`src/rtl/flag_port_ovr.sv`:
```
module flag_port_ovr #(
  parameter int GRP_W = 5,
  parameter int NGRP  = 3,
  parameter int SEL_W = $clog2(NGRP + 1),
  parameter int NFLAG = GRP_W * NGRP
) (
  input  logic             clk,
  input  logic             rst_n,
  input  logic             dir_rd,
  input  logic [SEL_W-1:0] grp_sel,
  input  logic [GRP_W-1:0] pin_in,
  output logic [GRP_W-1:0] pin_out,
  output logic             pin_oe,
  input  logic [NFLAG-1:0] cur_flags,
  input  logic             cur_apv,
  input  logic             cur_ffv,
  input  logic [NFLAG-1:0] host_val,
  input  logic [NFLAG-1:0] host_en,
  input  logic             pkt_sent,
  output logic [NFLAG-1:0] flags_o,
  output logic             apv_o,
  output logic             ffv_o
);

  localparam logic [SEL_W-1:0] VSEL = SEL_W'(NGRP);

  logic [NFLAG-1:0] pmask, pval;
  logic             pa_m, pa_v, pf_m, pf_v;
  logic             wr;

  assign wr = !dir_rd;

  always_ff @(posedge clk) begin
    if (!rst_n) begin
      pmask <= '0;
      pval  <= '0;
      pa_m  <= 1'b0;
      pa_v  <= 1'b0;
      pf_m  <= 1'b0;
      pf_v  <= 1'b0;
    end else begin
      if (pkt_sent) begin
        pmask <= '0;
        pa_m  <= 1'b0;
        pf_m  <= 1'b0;
      end
      for (int g = 0; g < NGRP; g++) begin
        if (wr && grp_sel == SEL_W'(g)) begin
          pmask[g*GRP_W +: GRP_W] <= '1;
          pval[g*GRP_W +: GRP_W]  <= pin_in;
        end
      end
      if (wr && grp_sel == VSEL) begin
        pa_m <= 1'b1;
        pa_v <= pin_in[0];
        pf_m <= 1'b1;
        pf_v <= pin_in[1];
      end
    end
  end

  assign flags_o = (pmask & pval) |
                   (~pmask & ((host_en & host_val) | (~host_en & cur_flags)));
  assign apv_o   = pa_m ? pa_v : cur_apv;
  assign ffv_o   = pf_m ? pf_v : cur_ffv;
  assign pin_oe  = dir_rd;

  always_comb begin
    pin_out = '0;
    for (int g = 0; g < NGRP; g++)
      if (grp_sel == SEL_W'(g)) pin_out = flags_o[g*GRP_W +: GRP_W];
    if (grp_sel == VSEL) pin_out[1:0] = {ffv_o, apv_o};
  end

endmodule

```
`config.mk`:
```
export PLATFORM = sky130hd
export DESIGN_NAME = flag_port_ovr
export DESIGN_NICKNAME = d
export VERILOG_FILES = /design/src/rtl/flag_port_ovr.sv
export SDC_FILE = /design/constraint.sdc
export NUM_CORES = 1
export LEC_CHECK = 0
export CAP_MARGIN = 0
export CORE_MARGIN = 3
export CORE_UTILIZATION = 37
export CTS_CLUSTER_DIAMETER = 60
export DETAILED_ROUTE_END_ITERATION = 10
export GPL_TIMING_DRIVEN = 0
export PLACE_DENSITY = 0.8
export SYNTH_ARGS = -nofsm -noshare
export SYNTH_HDL_FRONTEND = slang
export SYNTH_SLANG_ARGS = --single-unit
```
`constraint.sdc`:
```
create_clock -name clk -period 2.1 [get_ports clk]
set_clock_uncertainty 0.05 [all_clocks]
set_input_delay 0.63 -clock clk [delete_from_list [all_inputs] [get_ports clk]]
set_output_delay 0.63 -clock clk [all_outputs]
set_load 0.05 [all_outputs]
```
==> metrics <==
clk sink count=21; Yosys top cell by area=dfxtp_1; Finished Cell Area=0.002834 sq mm; Final Cycle Share=113.4%; # rows=21; CTS buffer count=3; post-route setup slack=-0.2820 ns; share of cells above drive strength 1=59.67%; htree depth=1; max-cap violations=0; sequential share of power=33.0%; Worst EP required=1.42 ns; area of the core=around 0.0034 sq mm; unrepaired setup endpoints after global routing=yes; Critical path origin=host_en[9]; critical path arrival=1.70 ns; path depth of the worst reg2reg path=5; total negative setup slack=-1.485 ns; worst-path maximum fanout=2; die area=0.004298 sq mm; Highest Clock Rate=419.8 MHz; Comb pwr share=52.6%; #FFs+latches synth=21; hold-critical path depth=2; DRC Markers=0; area share of the leading cell type in the synthesized netlist=roughly a third; Slowest-stage cell, CP=a211o_4; worst-margin pin slew=0.4398 ns; number of nets in the layout=between 300 and 400; Tmin final=2.382 ns; Post-DRT Antenna Nets=0; # placed instances=265; Mapped Nets=197; DP HPWL=3663 microns; first-pass GRT wire length=8217 microns; R2R setup slack=0.80 ns; Critical Path Sink Type=output pin; pwr dens=approximately 450 mW/mm^2; pin count of the biggest net entering global routing=12; clk buf depth=2; WL per Instance=19.22 microns; startpoint types=primary input; Vert. Die Dim=between 60 and 70 microns; Worst-Skew Late Latency=0.29 ns; RR Endpoint=pmask[13]$_SDFFE_PN0P_; storage element area=about 430 sq um; Clock power frac=roughly 14%; Synth Warn #=0; 1st-iter DRT viols=58; Max-slew headroom=between 70% and 80%; top cells by area, synth=dfxtp_1, mux2i_1, nor2b_1; syn avg cell area=9.443 sq um; final setup vio count=9; Tightest Hold Check Type=flip-flop to flip-flop; Ant. Diodes=0; synthesized instance count=139; static leakage=1.065 nW; count of input and output buffers=80; final WL=around 5600 microns; Layout Cells excl Fill=289; Reg clk slew, reported paths=0.10 ns; worst-path cell chain=clkdlybuf4s15_2 -> mux2i_4 -> o21ai_4 -> a211o_4 -> buf_8; cts hold-fix bufs=0; Design Power=around 1.3 mW; sequential area share after synthesis=32.03%; Starting Density=38.72%; routed vias=1500; Worst Hold Endpoint=pf_v$_SDFFE_PN0P_; R2R Path Start=pmask[13]$_SDFFE_PN0P_; NetSw=approximately 0.49 mW; Yosys cell types=22; status=finished, violations left; DRT Pass-1 Iters=6; total track usage=24.93%; area of the multi-input gates=between 0.001 and 0.0015 sq mm; CTS tree=built; Netlist Area Pre-Place=0.001313 sq mm; Placement Cell Area=0.002464 sq mm; Net Sw Frac=a little under two fifths; IO Pins=81; fill count=around 180; hold wc startpoint=pf_v$_SDFFE_PN0P_; clock root buffer=clkbuf_4; vias per cell=5.190; maximum VDD drop=0.4880 mV; vias in the first global route=1608; worst stage delay on the critical path=0.33 ns; WS Path Type=primary input to output pin; Chip Width=65.56 microns; GPL Wtd Cong=slightly above 0.8; final hold vios=0; GRT Residual Overflow=0; DP Worst Slack=-1.529 ns; initial antenna violation count=0; P_int=0.7975 mW; violated checks=setup timing; Area Growth Syn to Fin=115.9%; Slew Limit Fails=0
## critical path, delay by kind of cell
family	cells	cell delay (ns)
AO/OA/AOI/OAI	2	0.42
multiplexers	1	0.28
buffers and inverters	2	0.37
## cell families (layout without fill, tap and decap cells)
family	count (synthesis)	count (layout)	share of synthesized area, %
flops	21	21	32.03
compound gates	28	28	14.01
buf+inv	12	116	4.289
simple gates	42	42	20.12
mux	36	36	29.55
## routing by layer
layer	part of all wire [%]	global-route usage [%]	vias to the layer above	wire, microns
met5	0	0	-	0
met4	2.4	9.845	0	132
met3	6.7	5.128	10	371
met2	53	45.64	65	2961
met1	38	27.89	719	2091
li1	-	-	706	-
## state kept, by name, summed over array words and instances, names as in the netlist
signal / cells
pval: 15
pmask: 3
pa_v: 1
pf_m: 1
pf_v: 1
## area by class of cell
cell class              instances  area share [%]
multi-input cells             106           47.68
repair buffers                100           30.51
flip-flops and latches         21           15.23
plain buffers                   7           2.561
well taps                      46           2.031
inverters                       5           1.060
clock buffers                   4          0.9272
## cell usage in the layout, fill, tap and decap left out
cell	instances
buf_2	30
buf_6	18
dfxtp_1	18
mux2i_1	17
nor2b_1	17
buf_4	17
mux2i_4	15
clkdlybuf4s15_1	11
buf_8	10
o21ai_4	9
nand2_1	7
clkdlybuf4s50_1	7
a2111oi_4	6
dlygate4sd2_1	6
nor2_1	5
clkbuf_4	4
nor2b_4	3
a21oi_2	3
clkinvlp_4	3
a21oi_4	3
nor2b_2	3
a211o_4	3
clkbuf_1	3
o21a_1	3
clkdlybuf4s15_2	3
dfxtp_4	3
nand2_2	2
mux2_4	2
mux4_2	2
nor3b_4	2
inv_1	1
buf_12	1
inv_2	1
nor3_4	1
nand3b_1	1
nand2b_1	1
a21boi_0	1
clkbuf_2	1
## per-stage QoR
step	hold slack [ns]	util, %
after floorplan	0.4325	-
after global placement	0.4523	72.68
after detailed placement	0.4571	72.68
after CTS	0.4851	80.47
after global routing	0.5271	83.61
final	0.4859	83.61
## power groups by stage
stage / combinational (mW) / sequential [mW] / clock [mW]
floorplan: 0.348 / 0.428 / 0
global placement: 0.581 / 0.431 / 0
detailed placement: 0.590 / 0.432 / 0
CTS: 0.638 / 0.423 / 0.193
global route: 0.698 / 0.426 / 0.213
finish: 0.675 / 0.424 / 0.185
## worst max-delay path by stage
stage / endpoint / slack (ns) / cells past startpoint
final: pin_out[4] / -0.28 / 5
after global routing: pin_out[2] / -0.32 / 5
after CTS: pin_out[0] / -0.25 / 3
after detailed placement: pin_out[2] / -1.53 / 6
after global placement: pin_out[2] / -1.51 / 6
after floorplan: pin_out[0] / -0.24 / 3
## synthesized netlist by cell type
| library cell | number |
|---|---|
| a2111oi_0 | 6 |
| a211o_1 | 3 |
| a21boi_0 | 1 |
| a21oi_1 | 6 |
| buf_2 | 2 |
| buf_4 | 2 |
| clkbuf_1 | 2 |
| clkbuf_2 | 1 |
| dfxtp_1 | 21 |
| inv_1 | 5 |
| mux2_2 | 2 |
| mux2i_1 | 32 |
| mux4_2 | 2 |
| nand2_1 | 9 |
| nand2b_1 | 1 |
| nand3b_1 | 1 |
| nor2_1 | 5 |
| nor2b_1 | 23 |
| nor3_4 | 1 |
| nor3b_4 | 2 |
| o21a_1 | 3 |
| o21ai_0 | 9 |
## timing repair
action | 4_1_cts | 5_1_grt
gates resized for setup | 348 | 30
cloned | 1 | 0
endpoints found under the setup margin | 23 | 14
setup buffers | 14 | 6
pin swaps | 18 | 10
No activity file was read; power rests on OpenSTA's default activity.
